===== src/rtl/tbase_pkg.sv =====
package tbase_pkg;
    typedef enum logic [1:0] {
        ST_OFF = 2'd0,
        ST_SEC = 2'd1,
        ST_MIN = 2'd2
    } tbase_state_e;
endpackage


===== src/rtl/tbase_fsm.sv =====
module tbase_fsm
    import tbase_pkg::*;
(
    input  logic         clk_i,
    input  logic         rst_i,
    input  logic         en_i,
    input  logic         sel_i,
    output tbase_state_e state_o,
    output logic         run_o,
    output logic         sec_ok_o
);
    tbase_state_e state_q, state_d;

    // next-state decision: T_DISABLE, T_PICK_SEC, T_PICK_MIN
    always_comb begin
        state_d = state_q;
        unique case (state_q)
            ST_OFF, ST_SEC, ST_MIN: begin
                if (!en_i)     state_d = ST_OFF;
                else if (sel_i) state_d = ST_SEC;
                else           state_d = ST_MIN;
            end
            default: state_d = ST_OFF;
        endcase
    end

    always_ff @(posedge clk_i) begin
        if (rst_i) state_q <= ST_OFF;
        else       state_q <= state_d;
    end

    always_comb begin
        run_o    = 1'b0;
        sec_ok_o = 1'b0;
        unique case (state_q)
            ST_OFF: begin run_o = 1'b0; sec_ok_o = 1'b0; end
            ST_SEC: begin run_o = 1'b1; sec_ok_o = 1'b1; end
            ST_MIN: begin run_o = 1'b1; sec_ok_o = 1'b0; end
            default: begin run_o = 1'b0; sec_ok_o = 1'b0; end
        endcase
    end

    assign state_o = state_q;
endmodule


===== src/rtl/tbase_divider.sv =====
module tbase_divider #(
    parameter int unsigned LIMIT = 32768
) (
    input  logic clk_i,
    input  logic rst_i,
    input  logic run_i,
    input  logic step_i,
    output logic wrap_o
);
    localparam int unsigned CW = (LIMIT > 1) ? $clog2(LIMIT) : 1;
    localparam logic [CW-1:0] LAST = CW'(LIMIT - 1);

    logic [CW-1:0] cnt_q;
    logic          at_last;

    assign at_last = (cnt_q == LAST);
    assign wrap_o  = run_i && step_i && at_last;

    always_ff @(posedge clk_i) begin
        if (rst_i || !run_i)  cnt_q <= '0;
        else if (step_i)      cnt_q <= at_last ? '0 : cnt_q + 1'b1;
    end
endmodule


===== src/rtl/tbase_flags.sv =====
module tbase_flags (
    input  logic       clk_i,
    input  logic       rst_i,
    input  logic       set_min_i,
    input  logic       set_sec_i,
    input  logic       rd_i,
    output logic [1:0] flags_o
);
    logic [1:0] set_v;
    assign set_v = {set_min_i, set_sec_i};

    for (genvar i = 0; i < 2; i++) begin : g_flag
        always_ff @(posedge clk_i) begin
            if (rst_i)         flags_o[i] <= 1'b0;
            else if (set_v[i]) flags_o[i] <= 1'b1;
            else if (rd_i)     flags_o[i] <= 1'b0;
        end
    end
endmodule


===== src/rtl/tbase_timebase.sv =====
module tbase_timebase
    import tbase_pkg::*;
#(
    parameter int unsigned CYC_PER_SEC = 32768,
    parameter int unsigned SEC_PER_MIN = 60
) (
    input  logic       clk_i,
    input  logic       rst_i,
    input  logic       en_i,
    input  logic       sel_i,
    input  logic       rd_i,
    output logic [1:0] flags_o,
    output logic       irq_o
);
    tbase_state_e state;
    logic run, sec_ok, sec_evt, min_evt;

    tbase_fsm u_fsm (
        .clk_i(clk_i), .rst_i(rst_i), .en_i(en_i), .sel_i(sel_i),
        .state_o(state), .run_o(run), .sec_ok_o(sec_ok)
    );

    tbase_divider #(.LIMIT(CYC_PER_SEC)) u_presc (
        .clk_i(clk_i), .rst_i(rst_i), .run_i(run), .step_i(1'b1), .wrap_o(sec_evt)
    );

    tbase_divider #(.LIMIT(SEC_PER_MIN)) u_secs (
        .clk_i(clk_i), .rst_i(rst_i), .run_i(run), .step_i(sec_evt), .wrap_o(min_evt)
    );

    tbase_flags u_flags (
        .clk_i(clk_i), .rst_i(rst_i),
        .set_min_i(min_evt), .set_sec_i(sec_evt && sec_ok),
        .rd_i(rd_i), .flags_o(flags_o)
    );

    assign irq_o = flags_o[1] | flags_o[0];
endmodule


===== config.mk =====
export PLATFORM = sky130hd
export DESIGN_NAME = tbase_timebase
export DESIGN_NICKNAME = d
export VERILOG_FILES = /design/src/rtl/tbase_pkg.sv /design/src/rtl/tbase_fsm.sv /design/src/rtl/tbase_divider.sv /design/src/rtl/tbase_flags.sv /design/src/rtl/tbase_timebase.sv
export SDC_FILE = /design/constraint.sdc
export NUM_CORES = 1
export LEC_CHECK = 0
export CORE_ASPECT_RATIO = 1.4
export CORE_UTILIZATION = 40
export CTS_BUF_LIST = sky130_fd_sc_hd__clkbuf_4 sky130_fd_sc_hd__clkbuf_8
export DETAILED_ROUTE_END_ITERATION = 12
export SYNTH_ARGS = -nofsm -noshare
export SYNTH_HDL_FRONTEND = slang
export SYNTH_SLANG_ARGS = --single-unit
export TNS_END_PERCENT = 30

===== constraint.sdc =====
create_clock -name clk_i -period 3.1 [get_ports clk_i]
set_input_delay 0.93 -clock clk_i [delete_from_list [all_inputs] [get_ports clk_i]]
set_output_delay 0.93 -clock clk_i [all_outputs]
set_load 0.01 [all_outputs]

# == After elaboration in Yosys (flattened, before gate mapping) ==
# Index checks and enable logic that the tools add are counted.
# classes
addsub,2
n_eq_ne,4
muxes,7
n_bitwise,3
n_reduce_logical,13
# op_table
cell,n
"15-bit by 1-bit adder with 15-bit output, second input constant",1
"15-bit == test, second input constant",1
"6-bit by 1-bit adder with 6-bit output, second input constant",1
"6-bit == test, second input constant",1
6-bit two-way mux,1
3-bit OR reduction,2
1-bit two-way mux,5
1-bit logical AND,4
2-bit nonzero test,2
2-bit OR reduction,2
"2-bit by 1-bit == test with 1-bit output, second input constant",1
"2-bit == test, second input constant",1
2-bit zero test,1
2-bit two-way mux,1
1-bit inverter,2
1-bit zero test,1
1-bit logical OR,1
1-bit bitwise OR,1
# totals
reg_bits,25
output_inout_bits,3
word_cells,34

# == Longest topological paths before layout ==
# Gate-level depths: netlist of run 1.
# logic_depth
depth_word,7
ltp_mapped,7

# == Cells and area by module ==
# A second synthesis of run 1 with hierarchy kept.
# unflattened
hier_cells,128
hier_area_um2,1198.6
# modules_own_cells
mod,instances,cells_each,area_per_inst_um2
tbase_divider (u_presc),1,79,728.2
tbase_divider (u_secs),1,30,284.0
tbase_fsm,1,8,100.1
tbase_flags,1,8,70.1
tbase_timebase,1,3,16.3

# == Least setup slack after synthesis of run 1 ==
# OpenSTA, ideal clock, no wires.
# synth_timing
kind,flip-flop to flip-flop
start,register u_presc.cnt_q[0]
end,register u_secs.cnt_q[2]
arrival_ns,1.877
slack_ns,1.154
stages_incl_launch_ff,6
n_path_buf,0
period_less_slack_ns,1.946
cell_sequence,dfxtp_1 -> ha_1 -> nand4_2 -> or4_4 -> or4_1 -> a21oi_1
# synth_via
elab_chain_len,2
# synth_rtl
item,line_no,source
"start, declared",tbase_divider.sv:13,logic [CW-1:0] cnt_q;
"start signal, assigned",tbase_divider.sv:21,else if (step_i) cnt_q <= at_last ? '0 : cnt_q + 1'b1;
15-bit == test,tbase_divider.sv:16,assign at_last = (cnt_q == LAST);
1-bit logical AND,tbase_divider.sv:17,assign wrap_o = run_i && step_i && at_last;
"end signal, assigned",tbase_divider.sv:21,
"end, declared",tbase_divider.sv:13,
# No other way between the ends.
# A chain may end at the register's enable or synchronous reset.

# == Final worst setup path of run 1 ==
# layout_timing
start,register u_flags.flags_o[1]
end,output irq_o
# layout_via
elab_chain_len,1
# layout_rtl
item,line_no,source
"start, declared",tbase_flags.sv:7,output logic [1:0] flags_o
"start signal, assigned by index",tbase_flags.sv:14,if (rst_i) flags_o[i] <= 1'b0;
"start signal, assigned by index",tbase_flags.sv:15,else if (set_v[i]) flags_o[i] <= 1'b1;
"start signal, assigned by index",tbase_flags.sv:16,else if (rd_i) flags_o[i] <= 1'b0;
1-bit bitwise OR,tbase_timebase.sv:37,assign irq_o = flags_o[1] | flags_o[0];
"end, declared",tbase_timebase.sv:13,output logic irq_o
# No other way between the ends.

==> results.toml, run 1 <==
[clocking]
clkSlewWorstSetupHoldPaths_ns = 0.13
htreeDepth = 1
cts.hold.buffers_added = 0
clock-sinks = 25
post_cts_buffers = 0
cts_tree = "done"
cts-resized-gates = 0
insertion_delay_ns = 0.32
cts_root_buffer = "clkbuf_4"
cts_buffers = 3
clock_path_buffers = 2

[global_route]
grt-ovfl-total = 0
grt_usage = 0.160
grt_pass1_wl_um = 3640
grt_max_degree = 14
grt_pass1_vias = 901
antenna_found_initial = 0

[worst_setup_path]
path_class = "reg2out"
critPathTopFamily = "buffers and inverters"
crit_arrival_ns = 1.42
slowest_stage = "clkdlybuf4s50_1"
reg2reg_depth = 5
crit_start = "u_flags.flags_o[1]"
endpoint = "irq_o"
cp_max_fo = 3
ff2ff_setup_slack_ns = 0.94
crit_buf_inv = 1
cp.required_ns = 2.17
crit_cells = 2
crit_path_end_kind = "primary output"
path_cells = "or2_2 -> clkdlybuf4s50_1"
max_stage_delay_ns = 0.48
timing.rr.end = "u_secs.cnt_q[2]"
cp-start-kind = "register"
reg2reg_from = "u_presc.cnt_q[0]"

[timing]
fin_crit_ns = 2.35
finalSetupViolCount = 0
tightest_slew_ns = 0.860
skew_ns = 0.00658
finalHoldViolations = 0
slew_violations = 0
rsz0062_at_grt = "false"
tns_ns = 0
fin_crit_sh = 0.758
max_freq_ghz = 0.426
slew_headroom = 0.422

[synthesis]
seq_area_frac_synth = 0.435
ys_ff_latch = 25
synth-xor-area-share = 0.0990
yosys.area_share.simple = 0.307
yosysTopAreaCellShare = 0.435
synth.distinct_cells = 30
yosys.area_share.adder = 0.0435
syn_area_per_cell_um2 = 8.85
ys_top_cells_by_area = "dfxtp_1, xnor2_1, nor2_1"
synthCells = 130
synth_fp_nets = 139
synth_compound_area_frac = 0.0860
yosys.area.top_type = "dfxtp_1"
synth_top_family_by_area = "simple AND/OR/NAND/NOR gates"
yosys-mux-area-fraction = 0
synth_area_um2 = 1150
ys_warn_count = 0

[drt]
wl_per_cell_um = 11.7
ant_nets = 0
drt_iter0_drc = 10
drt-total-wl_um = 2050
via_per_inst = 5.25
drc = 0
drtPass1Iterations = 4
vias = 919

[power]
swShare = 0.204
cellPowerDensity_nw_per_um2 = 382
intPower_mw = 0.391
p_leak_nw = 0.414
seqPwrFrac = 0.660
power_switching_mw = 0.100
clkPwrFrac = 0.305
p_comb_frac = 0.035
irDropWorstVdd_mv = 0.310

[place]
portBuffers = 7
dp.cells = 171
dp_hpwl_um = 1560
routabilityCongestion = 0.729

[cells_and_area]
finish.cell_count_without_fillers = 175
fillCellCount = 272
final_nets = 149
area_growth_pct = 12.0
drive_above_1_share = 0.101
diodes = 0

[worst_hold_path]
hp-class = "reg2reg"

[outcome]
status = "finished clean"

[run]
cap_violations = 0

[die]
rows = 22
pin_count = 8
die_h_um = 65.4
initial_core_util = 0.431
dieArea_um2 = 3100
die_x_um = 47.3
core-area_um2 = 2670
[cell type report]
class | count | area, um^2 | share of cell area
multi-input cells | 97 | 616 | 0.478
flip-flops and latches | 25 | 500 | 0.389
repair buffers | 8 | 77.6 | 0.0603
well taps | 36 | 45.0 | 0.0350
clock buffers | 4 | 30.0 | 0.0233
inverters | 5 | 18.8 | 0.0146
[worst min path at each step]
stage	start	endpoint	cells after the start
2_1_floorplan	u_presc.cnt_q[0]	u_presc.cnt_q[0]	1
3_3_place_gp	u_presc.cnt_q[0]	u_presc.cnt_q[0]	1
3_5_place_dp	u_presc.cnt_q[0]	u_presc.cnt_q[0]	1
4_1_cts	u_presc.cnt_q[0]	u_presc.cnt_q[0]	1
5_1_grt	u_secs.cnt_q[5]	u_secs.cnt_q[5]	2
6_report	u_presc.cnt_q[0]	u_presc.cnt_q[0]	1
[flip-flops by register name (all words and copies together), names as in the netlist]
register,flops
u_fsm.state_o,2
u_presc.cnt_q,15
u_secs.cnt_q,6
u_flags.flags_o,2
[power groups by stage]
stage / logic [mW] / registers, mW / clock network (mW)
after floorplan: 0.00888 / 0.331 / 0
after global routing: 0.0190 / 0.325 / 0.168
after CTS: 0.0176 / 0.325 / 0.158
after detailed placement: 0.0176 / 0.332 / 0
final: 0.0171 / 0.324 / 0.150
after global placement: 0.0170 / 0.332 / 0
[kinds of logic after synthesis]
kind of cell,count (synthesis)
AOI/OAI and AO/OA,18
xor gates and xnor gates,13
adders and majority gates,4
buffers and inverters,8
DFF,25
and+or+nand+nor,62
[layer usage]
metal,GRT usage,vias up,part of all wire
met3,0.0165,5,0.011
li1,-,481,-
met1,0.171,429,0.45
met2,0.288,4,0.51
met5,0,-,0
met4,0.0857,0,0.028
[cells in the mapped netlist, drive strengths merged]
cell type  instances
inv                5
xor2               5
dfxtp             25
nand4b             1
or4                2
nand2              6
nor4b              1
nand3              7
o21ai              6
nor4bb             1
nor4               5
and3               3
a32oi              1
nor2              18
nand3b             2
a21oi              9
o211ai             1
or3                2
xnor2              8
or2                3
ha                 4
nand4              5
and4               1
nor3               2
buf                3
nand2b             1
o31ai              1
nor2b              2
[cell usage in the layout, fill, tap and decap left out]
master,n
o211ai_1,1
or2_2,3
nor4_1,5
dfxtp_1,25
o31ai_1,1
or4_1,1
inv_1,5
nor2_1,18
buf_4,1
nand4_1,3
nand4b_1,1
xor2_1,5
or4_4,1
or3_2,2
o21ai_0,6
and3_1,3
a21oi_1,9
and4_2,1
nor2b_1,2
nor4b_1,1
nand3b_1,2
ha_1,4
a32oi_1,1
clkdlybuf4s50_1,7
nand3_1,7
xnor2_1,8
nand2_1,6
nor3_1,2
nor4bb_1,1
nand2b_1,1
nand4_2,2
clkbuf_4,4
[worst reg2reg max path, stage by stage (launching register included)]
cell,delay (ns)
dfxtp_1,0.40
ha_1,0.27
nand4_2,0.18
or4_4,0.61
or4_1,0.49
a21oi_1,0.15
[metrics by stage]
step	area [um^2]	setup slack, ns	util	hold slack [ns]	total power [mW]
finish	1290	0.752	0.482	0.479	0.491
global route	1290	0.710	0.482	0.510	0.512
CTS	1290	0.737	0.482	0.484	0.500
detailed placement	1260	0.846	0.471	0.453	0.349
global placement	1260	0.908	0.471	0.443	0.349
floorplan	1150	1.15	-	0.430	0.340
Note: power is estimated with default switching activity, not from simulation.
==> run 2: changes to the inputs <==
- clock period: 3.1 -> 2.35 ns (I/O delays scaled with it)
==> run 2 against run 1 <==
  * Final cell count grew 0.57%
  * Utilization grew 0.28 points
  * First-iteration DRC count shrank 10%
  * Setup slack lost 0.54 ns
  * Register-to-register slack lost 0.67 ns
  * Sequential share of layout area shrank 0.23 points
  * Flip-flop and latch count is the same
  * Non-clock buffer count grew 1
  * Via count grew 0.33%
  * Largest power group unchanged
  * Die area is the same
  * Cell area grew 0.58%
  * Critical endpoint unchanged
==> results.toml, run 2 (synthesis results as in run 1) <==
[run]
cap_violations = 0

[worst_setup_path]
timing.rr.end = "u_secs.cnt_q[2]"
path_class = "reg2out"
reg2reg_depth = 5
ff2ff_setup_slack_ns = 0.27
cp-start-kind = "register"
crit_path_end_kind = "primary output"
crit_start = "u_flags.flags_o[1]"
cp.required_ns = 1.64
cp_max_fo = 3
reg2reg_from = "u_presc.cnt_q[0]"
crit_arrival_ns = 1.43
endpoint = "irq_o"

[power]
intPower_mw = 0.516
p_leak_nw = 0.419
power_switching_mw = 0.139
swShare = 0.212
irDropWorstVdd_mv = 0.288
cellPowerDensity_nw_per_um2 = 505
p_comb_frac = 0.035
seqPwrFrac = 0.654
clkPwrFrac = 0.311

[cells_and_area]
final_area_um2 = 1290
regMostFlops = "u_presc.cnt_q"
diodes = 0
drive_above_1_share = 0.107
area_growth_pct = 12.6
largest_register_ffs = 15
top_regs = "u_presc.cnt_q x15, u_secs.cnt_q x6"
layout_common_cells = "dfxtp_1, nor2_1, a21oi_1"
fin_util = 0.485
fillCellCount = 283
final_nets = 150
final_common_cell = "dfxtp_1"

[global_route]
grt_pass1_wl_um = 3540
grt_pass1_vias = 822
grt_max_degree = 14
antenna_found_initial = 0
grt_usage = 0.162
grt-ovfl-total = 0

[clocking]
cts-resized-gates = 0
cts.hold.buffers_added = 0
cts_root_buffer = "clkbuf_4"
insertion_delay_ns = 0.32
post_cts_buffers = 0
cts_buffers = 3
cts_tree = "done"
htreeDepth = 1
clkSlewWorstSetupHoldPaths_ns = 0.13
clock_path_buffers = 2
clock-sinks = 25

[drt]
drc = 0
vias = 922
drt-total-wl_um = 2140
via_per_inst = 5.24
drtPass1Iterations = 4
drt_iter0_drc = 9
wl_per_cell_um = 12.2
ant_nets = 0

[timing]
slew_violations = 0
tns_ns = 0
rsz0062_at_grt = "false"
max_freq_ghz = 0.468
fin_crit_sh = 0.909
slew_headroom = 0.744
finalSetupViolCount = 0
skew_ns = 0.00212
fin_crit_ns = 2.14
whs_ns = 0.486
finalHoldViolations = 0
tightest_slew_ns = 0.381

[place]
routabilityCongestion = 0.756
portBuffers = 7
place_area_um2 = 1260
dp_hpwl_um = 1620

[die]
initial_core_util = 0.431
die_h_um = 65.4
pin_count = 8
die_x_um = 47.3
rows = 22
core-area_um2 = 2670
dieArea_um2 = 3100

[worst_hold_path]
hp-class = "reg2reg"

[outcome]
status = "finished clean"
## run 2: cell types whose count changed in the layout (fill, tap and decap cells not counted)
cell / previous run / this run
buf_4: 1 / 2
## run 2: layout make-up
| cell class | instances | area, um^2 | area share |
|---|---|---|---|
| multi-input combinational | 97 | 616 | 0.475 |
| tap | 36 | 45.0 | 0.0348 |
| timing repair buffer | 9 | 85.1 | 0.0657 |
| inverter | 5 | 18.8 | 0.0145 |
| sequential | 25 | 500 | 0.386 |
| clock buffer | 4 | 30.0 | 0.0232 |
## run 2: routing by layer
layer / vias up / part of all wire / track usage / routed length, um
met5: - / 0 / 0 / 0
met4: 0 / 0.030 / 0.107 / 64
met3: 4 / 0.0089 / 0.0165 / 19
met2: 3 / 0.53 / 0.274 / 1140
met1: 437 / 0.43 / 0.180 / 913
li1: 478 / - / - / -
## run 2: power by group through the flow
stage,Clock (mW),Combinational [mW],Sequential [mW]
final,0.204,0.0229,0.428
after global routing,0.234,0.0260,0.429
after CTS,0.214,0.0232,0.428
after detailed placement,0,0.0232,0.438
after global placement,0,0.0224,0.437
after floorplan,0,0.0117,0.437
## run 2: worst min path at each step
stage / from / to / cells after the start
6_report: u_presc.cnt_q[0] / u_presc.cnt_q[0] / 1
5_1_grt: u_presc.cnt_q[0] / u_presc.cnt_q[0] / 1
4_1_cts: u_presc.cnt_q[0] / u_presc.cnt_q[0] / 1
3_5_place_dp: u_presc.cnt_q[0] / u_presc.cnt_q[0] / 1
3_3_place_gp: u_presc.cnt_q[0] / u_presc.cnt_q[0] / 1
2_1_floorplan: u_presc.cnt_q[0] / u_presc.cnt_q[0] / 1
## run 2: metrics by stage
step / power, mW / worst slack, ns / cells
after floorplan: 0.449 / 0.404 / 130
final: 0.655 / 0.214 / 176
after global placement: 0.460 / 0.344 / 172
after CTS: 0.666 / 0.194 / 176
after global routing: 0.689 / 0.152 / 176
after detailed placement: 0.461 / 0.287 / 172
## run 2: worst max-delay path: stages (launching register included)
cell	delay, ns
dfxtp_1	0.34
or2_2	0.29
clkdlybuf4s50_1	0.48
==> run 3: changes to the inputs <==
- CORE_MARGIN: unset -> 2
==> run 3 against run 2 <==
  * Total power rose by 7.2%
  * Global-route usage fell by 1.4 points
  * First-iteration DRC count rose by 89%
  * Clock-buffer cell count fell by 1
  * Non-clock buffer count did not move
  * Clock skew fell by 0.0012 ns
  * Critical path type is now reg2reg
==> results.toml, run 3 (synthesis results as in run 1) <==
[outcome]
status = "finished clean"

[worst_setup_path]
crit_arrival_ns = 2.28
path_class = "reg2reg"
crit_path_end_kind = "register"
crit_buf_inv = 0
slowest_stage = "or4_4"
max_stage_delay_ns = 0.60
critPathTopFamily = "simple AND/OR/NAND/NOR gates"
path_cells = "ha_1 -> nand4_2 -> or4_4 -> or4_1 -> a21oi_1"
cp.required_ns = 2.56
cp-start-kind = "register"
cp_max_fo = 6

[timing]
fin_crit_sh = 0.881
max_freq_ghz = 0.483
tightest_slew_ns = 0.379
rsz0062_at_grt = "false"
finalSetupViolCount = 0
fin_crit_ns = 2.07
finalHoldViolations = 0
skew_ns = 0.000874
slew_violations = 0
tns_ns = 0
slew_headroom = 0.745
whs_ns = 0.469

[die]
initial_core_util = 0.412
pin_count = 8
core-area_um2 = 2790
die_x_um = 49.3
dieArea_um2 = 3330
die_h_um = 67.4
rows = 23

[drt]
vias = 919
wl_per_cell_um = 11.8
ant_nets = 0
via_per_inst = 5.19
drt_iter0_drc = 17
drtPass1Iterations = 4
drt-total-wl_um = 2090
drc = 0

[cells_and_area]
largest_register_ffs = 15
regMostFlops = "u_presc.cnt_q"
area_growth_pct = 14.1
fillCellCount = 289
drive_above_1_share = 0.107
final_common_cell = "dfxtp_1"
layout_common_cells = "dfxtp_1, nor2_1, a21oi_1"
final_nets = 150
diodes = 0
top_regs = "u_presc.cnt_q x15, u_secs.cnt_q x6"

[clocking]
cts_tree = "done"
clkSlewWorstSetupHoldPaths_ns = 0.08
clock_path_buffers = 2
htreeDepth = 1
insertion_delay_ns = 0.27
cts.hold.buffers_added = 0
post_cts_buffers = 0
clock-sinks = 25
cts_root_buffer = "clkbuf_8"
cts-resized-gates = 0
cts_buffers = 3

[global_route]
grt-ovfl-total = 0
grt_max_degree = 15
grt_usage = 0.148
antenna_found_initial = 0
grt_pass1_vias = 908
grt_pass1_wl_um = 3730

[place]
portBuffers = 7
dp_hpwl_um = 1610
routabilityCongestion = 0.737

[power]
irDropWorstVdd_mv = 0.452
p_leak_nw = 0.426
cellPowerDensity_nw_per_um2 = 534

[worst_hold_path]
hp-class = "reg2reg"

[run]
cap_violations = 0
==> run 3: cell types whose count changed in the layout (fill, tap and decap cells not counted), sizes merged <==
cell    previous run  this run
clkinv             0         1
clkbuf             4         3
==> run 3: worst paths after layout <==
kind / startpoint / endpoint / slack [ns] / cells past startpoint
worst max-delay path: u_presc.cnt_q[0] / u_secs.cnt_q[2] / 0.28 / 5
worst min-delay path: u_presc.cnt_q[0] / u_presc.cnt_q[0] / 0.47 / 1
worst max register to register: u_presc.cnt_q[0] / u_secs.cnt_q[2] / 0.28 / 5
worst min register to register: u_presc.cnt_q[0] / u_presc.cnt_q[0] / 0.47 / 1
==> run 3: metrics by stage <==
stage / area, um^2 / setup WS [ns] / power (mW) / util / std cells
2_1_floorplan: 1150 / 0.404 / 0.449 / - / 130
3_3_place_gp: 1270 / 0.329 / 0.460 / 0.454 / 173
3_5_place_dp: 1270 / 0.285 / 0.461 / 0.454 / 173
4_1_cts: 1310 / 0.266 / 0.716 / 0.470 / 177
5_1_grt: 1310 / 0.189 / 0.730 / 0.470 / 177
6_report: 1310 / 0.279 / 0.701 / 0.470 / 177
==> run 3: cell type report <==
cell class / count / area [um^2] / area share
Clock buffer: 3 / 41.3 / 0.0315
Inverter: 5 / 18.8 / 0.0143
Sequential cell: 25 / 500 / 0.381
Tap cell: 37 / 46.3 / 0.0353
Multi-Input combinational cell: 97 / 616 / 0.469
Clock inverter: 1 / 5.00 / 0.00381
Timing Repair Buffer: 9 / 85.1 / 0.0648
==> run 3: power by group <==
group | internal (mW) | switching [mW]
clock network | 0.119 | 0.132
registers | 0.426 | 0.00173
logic | 0.0117 | 0.0112
==> run 3: per-layer routing <==
metal / part of all wire / up-vias / wire length (um) / track usage
li1: - / 478 / - / -
met1: 0.43 / 430 / 898 / 0.146
met2: 0.53 / 6 / 1110 / 0.287
met3: 0.012 / 5 / 25 / 0.0199
met4: 0.028 / 0 / 58 / 0.0964
met5: 0 / - / 0 / 0
==> run 3: worst register-to-register path: cells and delay by family, from the launching register on <==
kind                     cells  cell delay, ns
AO/OA/AOI/OAI                1            0.14
flip-flops                   1            0.38
AND/OR/NAND/NOR              3            1.25
adder cells (fa/ha/maj)      1            0.24
